--- config.mk ---
export PLATFORM = sky130hd
export DESIGN_NAME = sub_flag_unit
export DESIGN_NICKNAME = d
export VERILOG_FILES = /design/src/rtl/sub_flag_unit.sv
export SDC_FILE = /design/constraint.sdc
export NUM_CORES = 1
export LEC_CHECK = 0
export BUFFER_PORTS_ARGS = -buffer_cell sky130_fd_sc_hd__buf_2
export CORE_MARGIN = 2
export CORE_UTILIZATION = 53
export DETAILED_ROUTE_END_ITERATION = 10
export PLACE_DENSITY = 0.86
export SLEW_MARGIN = 20
export SYNTH_ARGS = -nofsm -noshare
export SYNTH_HDL_FRONTEND = slang
export SYNTH_SLANG_ARGS = --single-unit
--- constraint.sdc ---
create_clock -name clk -period 3.88 [get_ports clk]
set_input_delay 0.194 -clock clk [delete_from_list [all_inputs] [get_ports clk]]
set_output_delay 0.194 -clock clk [all_outputs]
set_load 0.01 [all_outputs]
--- src/rtl/sub_flag_unit.sv ---
module sub_flag_unit #(
  parameter int W = 16,
  parameter int B = 8
) (
  input  logic         clk,
  input  logic         rst,
  input  logic         go,
  input  logic         byte_mode,
  input  logic [W-1:0] src,
  input  logic [W-1:0] dst,
  input  logic [15:0]  sr_in,
  output logic [W-1:0] res_q,
  output logic [15:0]  sr_q
);
  localparam int CB = 0, ZB = 1, NB = 2, VB = 8;

  logic [W:0]   sum_w;
  logic [B:0]   sum_b;
  logic [W-1:0] res_d;
  logic         c_d, z_d, n_d, v_d;
  logic [15:0]  sr_d;

  assign sum_w = {1'b0, dst} + {1'b0, ~src} + {{W{1'b0}}, 1'b1};
  assign sum_b = {1'b0, dst[B-1:0]} + {1'b0, ~src[B-1:0]} + {{B{1'b0}}, 1'b1};

  always_comb begin
    if (byte_mode) begin
      res_d = {{(W-B){1'b0}}, sum_b[B-1:0]};
      c_d   = sum_b[B];
      n_d   = sum_b[B-1];
      v_d   = (dst[B-1] ^ src[B-1]) & (sum_b[B-1] ^ dst[B-1]);
    end else begin
      res_d = sum_w[W-1:0];
      c_d   = sum_w[W];
      n_d   = sum_w[W-1];
      v_d   = (dst[W-1] ^ src[W-1]) & (sum_w[W-1] ^ dst[W-1]);
    end
    z_d = (res_d == '0);
    sr_d = sr_in;
    sr_d[CB] = c_d;
    sr_d[ZB] = z_d;
    sr_d[NB] = n_d;
    sr_d[VB] = v_d;
  end

  always_ff @(posedge clk) begin
    if (rst) begin
      res_q <= '0;
      sr_q  <= '0;
    end else if (go) begin
      res_q <= res_d;
      sr_q  <= sr_d;
    end
  end

  a_r9_reset_clears: assert property (@(posedge clk) rst |=> (sr_q == 16'h0 && res_q == '0));
  a_r8_hold_idle: assert property (@(posedge clk) disable iff (rst) !go |=> ($stable(res_q) && $stable(sr_q)));
  a_r2_upper_zero: assert property (@(posedge clk) disable iff (rst) (go && byte_mode) |=> res_q[W-1:B] == '0);
  a_r4_zero_flag: assert property (@(posedge clk) disable iff (rst) go |=> sr_q[ZB] == (res_q == '0));
  a_r5_neg_flag: assert property (@(posedge clk) disable iff (rst)
    go |=> sr_q[NB] == ($past(byte_mode) ? res_q[B-1] : res_q[W-1]));
  a_r7_mode_bits: assert property (@(posedge clk) disable iff (rst)
    go |=> (sr_q[7:3] == $past(sr_in[7:3]) && sr_q[15:9] == $past(sr_in[15:9])));
  a_r3_carry_word: assert property (@(posedge clk) disable iff (rst)
    (go && !byte_mode) |=> sr_q[CB] == ($past(dst) >= $past(src)));
endmodule

==> impl_metrics.sql, run 1 <==
INSERT INTO impl_metrics (metric_group, metric, value, unit) VALUES
('pwr', 'power.combinational.fraction', '31.2', '%'),
('synth', 'post_synth_num_cell_types', '48', ''),
('pwr', 'vdd.ir_drop.worst', '0.299', 'mV'),
('floorplanning', 'chip_width', '67.4', 'um'),
('critical_path', 'reg2reg_slack', '3.12', 'ns'),
('pwr', 'switching_share', '30.4', '%'),
('routing', 'firstDrtPassIters', '4', ''),
('pwr', 'clock_power_share', '28.2', '%'),
('critical_path', 'cpLargestDelayFamily', 'simple AND/OR/NAND/NOR gates', ''),
('floorplanning', 'die_height', '67.4', 'um'),
('run_status', 'run_status', 'complete, no violations', ''),
('cts', 'cts_root_buf', 'sky130_fd_sc_hd__clkbuf_8', ''),
('place', 'dpl_cell_area', '2550', 'um^2'),
('layout', 'final_util', '67.0', '%'),
('grt', 'grt_max_degree', '41', ''),
('cts', 'ctsResizeCount', '0', ''),
('sta', 'upper_clock_frequency_limit', '452', 'MHz'),
('floorplanning', 'core_area', '3940', 'um^2'),
('synth', 'number_of_flops_mapped_to_enable_cells_by_yosys', '0', ''),
('routing', 'postRouteWirelength', '4.55', 'mm'),
('layout', 'final-instance-count-excl-fill', '377', ''),
('cts', 'cts-hold-fix-buffers', '0', ''),
('critical_path', 'ff2ff_path_depth', '3', ''),
('critical_path', 'worstPathCellList', 'buf_2 -> inv_1 -> ha_1 -> or4_4 -> o21ai_2 -> a21oi_4 -> a21boi_0 -> mux2_2 -> nor3_1 -> o2111ai_1 -> o21ai_1', ''),
('synth', 'synth_flop_cell', 'sky130_fd_sc_hd__dfxtp_1', ''),
('critical_path', 'crit_slowest_cell', 'sky130_fd_sc_hd__or4_4', ''),
('layout', 'layout.nets', '396', ''),
('cts', 'max-clock-path-buffers', '2', ''),
('layout', 'syn2layout_area_growth', '24.1', '%'),
('place', 'dp.final_hpwl', '3.50', 'mm'),
('layout', 'postLayoutCellArea', '2640', 'um^2'),
('cts', 'clock_sink_count', '32', ''),
('synth', 'syn_inst', '250', ''),
('sta', 'period_minus_slack', '2.21', 'ns'),
('grt', 'initial_antenna_violation_count', '0', ''),
('grt', 'total_grt_usage', '21.0', '%'),
('sta', 'setup_total_negative_slack', '0', 'ns'),
('routing', 'detail_route.iter0.violations', '96', ''),
('synth', 'async_set_or_reset_flop_fraction_in_the_synthesized_netlist', '0', '%'),
('pwr', 'cellPowerDensity', '341', 'nW/um^2'),
('floorplanning', 'floorplan.die_area', '4540', 'um^2'),
('floorplanning', 'starting_density', '54.0', '%'),
('sta', 'rsz0062_at_grt', 'no', ''),
('cts', 'worst_setup_hold_path_clk_slew', '0.06', 'ns'),
('place', 'gpl.final_weighted_congestion', '0.962', ''),
('hold_path', 'holdCritStartpoint', 'sr_in[4]', ''),
('synth', 'synthesis.yosys.warnings', '0', ''),
('cts', 'cts_htree_levels', '2', ''),
('synth', 'synth_fp_nets', '320', ''),
('critical_path', 'critical_path_required', '4.09', 'ns'),
('routing', 'detailroute.via_count', '1985', ''),
('routing', 'route.detailed.vias_per_inst', '5.27', ''),
('critical_path', 'startpoint_type', 'primary input', ''),
('pwr', 'cellInternalPower', '0.627', 'mW'),
('routing', 'drt.antenna.violating_nets', '0', ''),
('routing', 'route.detailed.drc', '0', ''),
('sta', 'maxSlewHeadroom', '62.8', '%'),
('grt', 'grt_first_pass_wirelength', '7.33', 'mm'),
('layout', 'drive_gt1_share', '29.4', '%'),
('layout', 'diodes', '0', ''),
('place', 'buffer_ports.inserted', '79', ''),
('run', 'maxCapViolations', '0', ''),
('critical_path', 'worstPathBufferInverterCount', '2', ''),
('grt', 'grt-ovfl-total', '0', ''),
('critical_path', 'critical_path_type', 'in2reg', ''),
('floorplanning', 'placementRows', '23', ''),
('cts', 'postCtsSetupBuffers', '0', ''),
('hold_path', 'min_delay_worst_endpoint', 'sr_q[4]', ''),
('synth', 'synth_area', '2130', 'um^2'),
('routing', 'wire_per_inst', '12.1', 'um'),
('synth', 'synth-seq-area-share', '30.1', '%');
## final cells by class
class,count,area (um^2),share of cell area [%]
multi-input combinational,189,1380,52.1
sequential,32,641,24.3
timing repair buffer,80,403,15.3
clock buffer,8,90.1,3.41
inverter,18,67.6,2.56
tap,50,62.6,2.37
## per-layer routing
metal	vias to the layer above	track usage, %	routed length (um)
met5	-	0	0
met4	0	7.14	65
met3	7	7.00	397
met2	81	36.1	2110
met1	868	24.3	1980
li1	1029	-	-
## through the flow
| step | hold WS (ns) | total power [mW] | worst slack, ns |
|---|---|---|---|
| global placement | 0.425 | 0.644 | 1.42 |
| finish | 0.152 | 0.900 | 1.67 |
| detailed placement | 0.434 | 0.651 | 1.38 |
| global route | 0.155 | 0.952 | 1.50 |
| floorplan | 0.341 | 0.569 | 1.69 |
| CTS | 0.142 | 0.906 | 1.67 |
## sequential cells by signal (all words and copies together), names as in the netlist
signal and count:
sr_q 16, res_q 16
## logic make-up after synthesis
group | Yosys count | share of synthesized area (%)
fa+ha+maj | 18 | 10.9
simple gates | 83 | 18.8
mux | 28 | 13.4
xor+xnor | 8 | 3.29
compound gates | 52 | 18.2
buf+inv | 29 | 5.18
flops | 32 | 30.1
## worst reg2reg max path, stage by stage (launching register included)
cell and delay (ns):
sky130_fd_sc_hd__dfxtp_1 0.30, sky130_fd_sc_hd__nor2b_1 0.12, sky130_fd_sc_hd__a21oi_1 0.15, sky130_fd_sc_hd__nor2_1 0.05
## how the worst max path moves through the flow
stage                      start      end  slack [ns]  cells past startpoint
after floorplan           src[4]  sr_q[1]        1.69                     10
after global placement    src[4]  sr_q[1]        1.42                     11
after detailed placement  src[4]  sr_q[1]        1.38                     11
after CTS                 src[4]  sr_q[1]        1.67                     11
after global routing      src[4]  sr_q[1]        1.50                     11
final                     src[4]  sr_q[1]        1.67                     11
## synth_stat cells, types with 2 or more instances
library cell                n  area, um^2
sky130_fd_sc_hd__nor2b_1   13        81.3
sky130_fd_sc_hd__nor2_1    41         154
sky130_fd_sc_hd__nand2b_1   3        18.8
sky130_fd_sc_hd__o21ai_0    5        25.0
sky130_fd_sc_hd__and3_1     2        12.5
sky130_fd_sc_hd__a21oi_1   12        60.1
sky130_fd_sc_hd__o21a_1     5        37.5
sky130_fd_sc_hd__dfxtp_1   32         641
sky130_fd_sc_hd__clkbuf_1   8        30.0
sky130_fd_sc_hd__xnor2_1    5        43.8
sky130_fd_sc_hd__o31a_1     2        17.5
sky130_fd_sc_hd__buf_1      2        7.51
sky130_fd_sc_hd__nor3_1     5        25.0
sky130_fd_sc_hd__and4_1     2        17.5
sky130_fd_sc_hd__inv_1     18        67.6
sky130_fd_sc_hd__a211oi_1   3        22.5
sky130_fd_sc_hd__o211ai_1   2        15.0
sky130_fd_sc_hd__a21o_1     4        30.0
sky130_fd_sc_hd__ha_1      17         213
sky130_fd_sc_hd__xor2_1     3        26.3
sky130_fd_sc_hd__a31oi_1    2        12.5
sky130_fd_sc_hd__nand2_1   10        37.5
sky130_fd_sc_hd__mux2_2     4        45.0
sky130_fd_sc_hd__nor4_1     3        18.8
sky130_fd_sc_hd__mux2i_1   24         240
## cells in the final DEF (no fill, tap or decap), types with 4 or more instances in the layout
cell type,n
sky130_fd_sc_hd__a21oi_1,12
sky130_fd_sc_hd__mux2_2,4
sky130_fd_sc_hd__clkbuf_8,6
sky130_fd_sc_hd__mux2i_1,24
sky130_fd_sc_hd__xnor2_1,5
sky130_fd_sc_hd__ha_1,17
sky130_fd_sc_hd__nand2_1,10
sky130_fd_sc_hd__a21o_1,4
sky130_fd_sc_hd__o21ai_0,5
sky130_fd_sc_hd__nor3_1,5
sky130_fd_sc_hd__o21a_1,5
sky130_fd_sc_hd__dfxtp_1,32
sky130_fd_sc_hd__nor2_1,41
sky130_fd_sc_hd__nor2b_1,13
sky130_fd_sc_hd__buf_2,79
sky130_fd_sc_hd__inv_1,18
## power groups by stage
stage	clock, mW	sequential [mW]	combinational, mW
3_3_place_gp	0	0.371	0.274
6_report	0.254	0.365	0.281
5_1_grt	0.271	0.367	0.314
3_5_place_dp	0	0.371	0.279
2_1_floorplan	0	0.383	0.187
4_1_cts	0.260	0.365	0.281
Power figures use the tool's default switching activity.
==> run 2: changes to the inputs <==
--- a/config.mk
+++ b/config.mk
@@ -7,9 +7,9 @@
 export LEC_CHECK = 0
 export BUFFER_PORTS_ARGS = -buffer_cell sky130_fd_sc_hd__buf_2
 export CORE_MARGIN = 2
-export CORE_UTILIZATION = 53
+export CORE_UTILIZATION = 44
 export DETAILED_ROUTE_END_ITERATION = 10
-export PLACE_DENSITY = 0.86
+export PLACE_DENSITY = 0.76
 export SLEW_MARGIN = 20
 export SYNTH_ARGS = -nofsm -noshare
 export SYNTH_HDL_FRONTEND = slang
==> constraint.sdc (replaced) <==
create_clock -name clk -period 1.9 [get_ports clk]
set_input_delay 0.095 -clock clk [delete_from_list [all_inputs] [get_ports clk]]
set_output_delay 0.095 -clock clk [all_outputs]
set_load 0.01 [all_outputs]
==> run 2 against run 1 <==
Final cell count up 15%. Largest cell class unchanged. Largest power group is now combinational logic. Sequential share of layout area down 4.0 points. Worst hold slack worse by 0.10 ns. Final area up 20%. Worst setup slack worse by 1.6 ns. Critical path type unchanged.
==> impl_metrics.sql, run 2 (same netlist as run 1, synthesis figures left out) <==
INSERT INTO impl_metrics (metric_group, metric, value, unit) VALUES
('floorplanning', 'placementRows', '25', ''),
('grt', 'global_route.usage.met3', '4.39', '%'),
('sta', 'maxSlewHeadroom', '65.7', '%'),
('floorplanning', 'core_area', '4690', 'um^2'),
('grt', 'met1_usage', '25.6', '%'),
('sta', 'hold_ws', '0.0504', 'ns'),
('critical_path', 'timing.critical_path.to_type', 'register', ''),
('pwr', 'power_leakage', '1.64', 'nW'),
('grt', 'grt.busiest_layer', 'met2', ''),
('layout', 'most_common_cell_after_layout_fill_and_taps_aside', 'sky130_fd_sc_hd__buf_2', ''),
('sta', 'rsz0062_at_grt', 'yes', ''),
('critical_path', 'worstPathCellList', 'buf_6 -> clkinv_4 -> ha_4 -> fa_2 -> nor2b_2 -> o31a_1 -> o31a_1 -> a31o_1 -> xnor2_1 -> o2111a_1 -> o2111ai_1 -> o21ai_1', ''),
('critical_path', 'crit_slowest_cell', 'sky130_fd_sc_hd__o31a_1', ''),
('floorplanning', 'floorplan.die_area', '5410', 'um^2'),
('hold_path', 'worstHoldPathCells', '3', ''),
('hold_path', 'min-delay-path-class', 'in2reg', ''),
('grt', 'total_grt_usage', '20.8', '%'),
('sta', 'finalMaxSlewViolations', '0', ''),
('sta', 'upper_clock_frequency_limit', '534', 'MHz'),
('layout', 'fillers', '391', ''),
('place', 'gpl.final_weighted_congestion', '0.853', ''),
('routing', 'route.detailed.drc', '0', ''),
('sta', 'final_clock_period_utilization_by_the_worst_path', '98.6', '%'),
('floorplanning', 'chip_width', '73.5', 'um'),
('critical_path', 'critical_path_required', '2.06', 'ns'),
('hold_path', 'holdCritStartpoint', 'sr_in[5]', ''),
('critical_path', 'ff2ff_path_depth', '3', ''),
('routing', 'route.detailed.vias_per_inst', '4.99', ''),
('cts', 'cts_root_buf', 'sky130_fd_sc_hd__clkbuf_8', ''),
('cts', 'cts_buffers', '5', ''),
('cts', 'max-clock-path-buffers', '2', ''),
('sta', 'period_minus_slack', '1.87', 'ns'),
('grt', 'initial_antenna_violation_count', '0', ''),
('critical_path', 'startpoint_type', 'primary input', ''),
('place', 'dp.final_hpwl', '4.26', 'mm'),
('run_status', 'run_status', 'complete, no violations', ''),
('critical_path', 'worst-path-max-fanout', '3', ''),
('pwr', 'cellPowerDensity', '651', 'nW/um^2'),
('layout', 'drive_gt1_share', '43.4', '%'),
('grt', 'grt_max_degree', '40', ''),
('pwr', 'finalPower', '2.05', 'mW'),
('routing', 'drt.antenna.violating_nets', '0', ''),
('floorplanning', 'design.portCount', '84', ''),
('layout', 'final_cell_mix', '77 x sky130_fd_sc_hd__buf_2, 52 x sky130_fd_sc_hd__buf_4, 41 x sky130_fd_sc_hd__nor2_1', ''),
('sta', 'final.setup_skew', '0', 'ns'),
('critical_path', 'timing.rr.start', 'res_q[13]', ''),
('grt', 'grt_first_pass_wirelength', '8.84', 'mm'),
('critical_path', 'critical_path_start', 'dst[0]', ''),
('pwr', 'vdd.ir_drop.worst', '0.544', 'mV'),
('floorplanning', 'starting_density', '45.3', '%'),
('layout', 'diodes', '0', ''),
('routing', 'detail_route.iter0.violations', '104', ''),
('critical_path', 'critical_path_type', 'in2reg', ''),
('critical_path', 'crit_path_frequent_cell', 'sky130_fd_sc_hd__o31a_1', ''),
('grt', 'grt_pass1_vias', '2030', ''),
('critical_path', 'timing.critical_path.slowest_cell_delay', '0.30', 'ns'),
('routing', 'postRouteWirelength', '5.48', 'mm'),
('cts', 'worst_setup_hold_path_clk_slew', '0.06', 'ns'),
('routing', 'firstDrtPassIters', '4', ''),
('floorplanning', 'die_height', '73.5', 'um'),
('grt', 'global_route.usage.met2', '36.1', '%'),
('run', 'maxCapViolations', '0', ''),
('layout', 'syn2layout_area_growth', '48.5', '%'),
('place', 'buffer_ports.inserted', '79', ''),
('grt', 'grt-ovfl-total', '0', ''),
('cts', 'cts_htree_levels', '2', ''),
('cts', 'insertion_delay', '0.27', 'ns'),
('sta', 'finalSetupViolCount', '0', ''),
('sta', 'worst_pin_slew', '0.515', 'ns'),
('cts', 'clock_sink_count', '32', ''),
('critical_path', 'worst-endpoint-arrival', '2.03', 'ns'),
('routing', 'detailroute.via_count', '2154', ''),
('layout', 'largestRegisters', 'res_q (16), sr_q (16)', ''),
('cts', 'tritoncts_clock_tree', 'yes', ''),
('routing', 'wire_per_inst', '12.7', 'um'),
('layout', 'layout.nets', '447', ''),
('sta', 'report.final.hold_viol_count', '0', '');
==> run 2: cell types whose count changed in the layout (fill, tap and decap cells not counted), moves of 2 or more <==
cell	change
sky130_fd_sc_hd__buf_4	+51
sky130_fd_sc_hd__ha_1	-4
sky130_fd_sc_hd__ha_4	+4
sky130_fd_sc_hd__inv_1	-3
sky130_fd_sc_hd__a21oi_1	-2
sky130_fd_sc_hd__a21oi_2	+2
sky130_fd_sc_hd__buf_2	-2
sky130_fd_sc_hd__buf_6	+2
sky130_fd_sc_hd__inv_2	+2
==> run 2: where the power goes <==
| part | switching (mW) | internal, mW | total [mW] | leakage [nW] |
|---|---|---|---|---|
| registers | 0.0253 | 0.721 | 0.746 | 0.264 |
| clock network | 0.236 | 0.295 | 0.531 | 0.0455 |
| logic | 0.367 | 0.410 | 0.777 | 1.33 |
==> run 2: repair_timing <==
item,in CTS,in global routing
gates resized for setup,2,12
setup buffers,0,0
cloned,0,0
hold buffers,0,0
pin swaps,0,2
endpoints found under the setup margin,2,10
==> run 2: cell type report <==
cell class              instances  area, um^2  share of cell area [%]
well taps                      54        67.6                    2.14
flip-flops and latches         32         641                    20.3
multi-input cells             189        1490                    47.1
clock buffers                   8        90.1                    2.85
repair buffers                131         798                    25.3
inverters                      18        72.6                    2.30
==> run 2: worst max-delay path, delay by kind of cell <==
family,cells,cell delay [ns]
AO/OA/AOI/OAI,6,1.27
buffers and inverters,2,0.14
XOR/XNOR,1,0.16
AND/OR/NAND/NOR,1,0.05
adder cells (fa/ha/maj),2,0.33
==> run 2: per-stage QoR <==
stage	cell area [um^2]	setup slack, ns	utilization (%)	setup TNS [ns]	instances
after global routing	3160	-0.0947	67.3	-0.275	432
final	3160	0.0261	67.3	0	432
after floorplan	2210	-0.0515	-	-0.0515	250
after global placement	3020	-0.257	64.3	-2.05	424
after detailed placement	3020	-0.307	64.3	-2.47	424
after CTS	3120	-0.00728	66.5	-0.00728	432
==> run 2: path summary, 6_finish.rpt <==
kind	to	slack (ns)
max	sr_q[1]	0.03
min	sr_q[5]	0.05
max reg2reg	res_q[13]	1.17
min reg2reg	sr_q[0]	0.47
==> run 2: layer usage <==
layer	wire, um	up-vias
met5	0	-
met4	46	0
met3	292	6
met2	2690	67
met1	2440	956
li1	-	1125
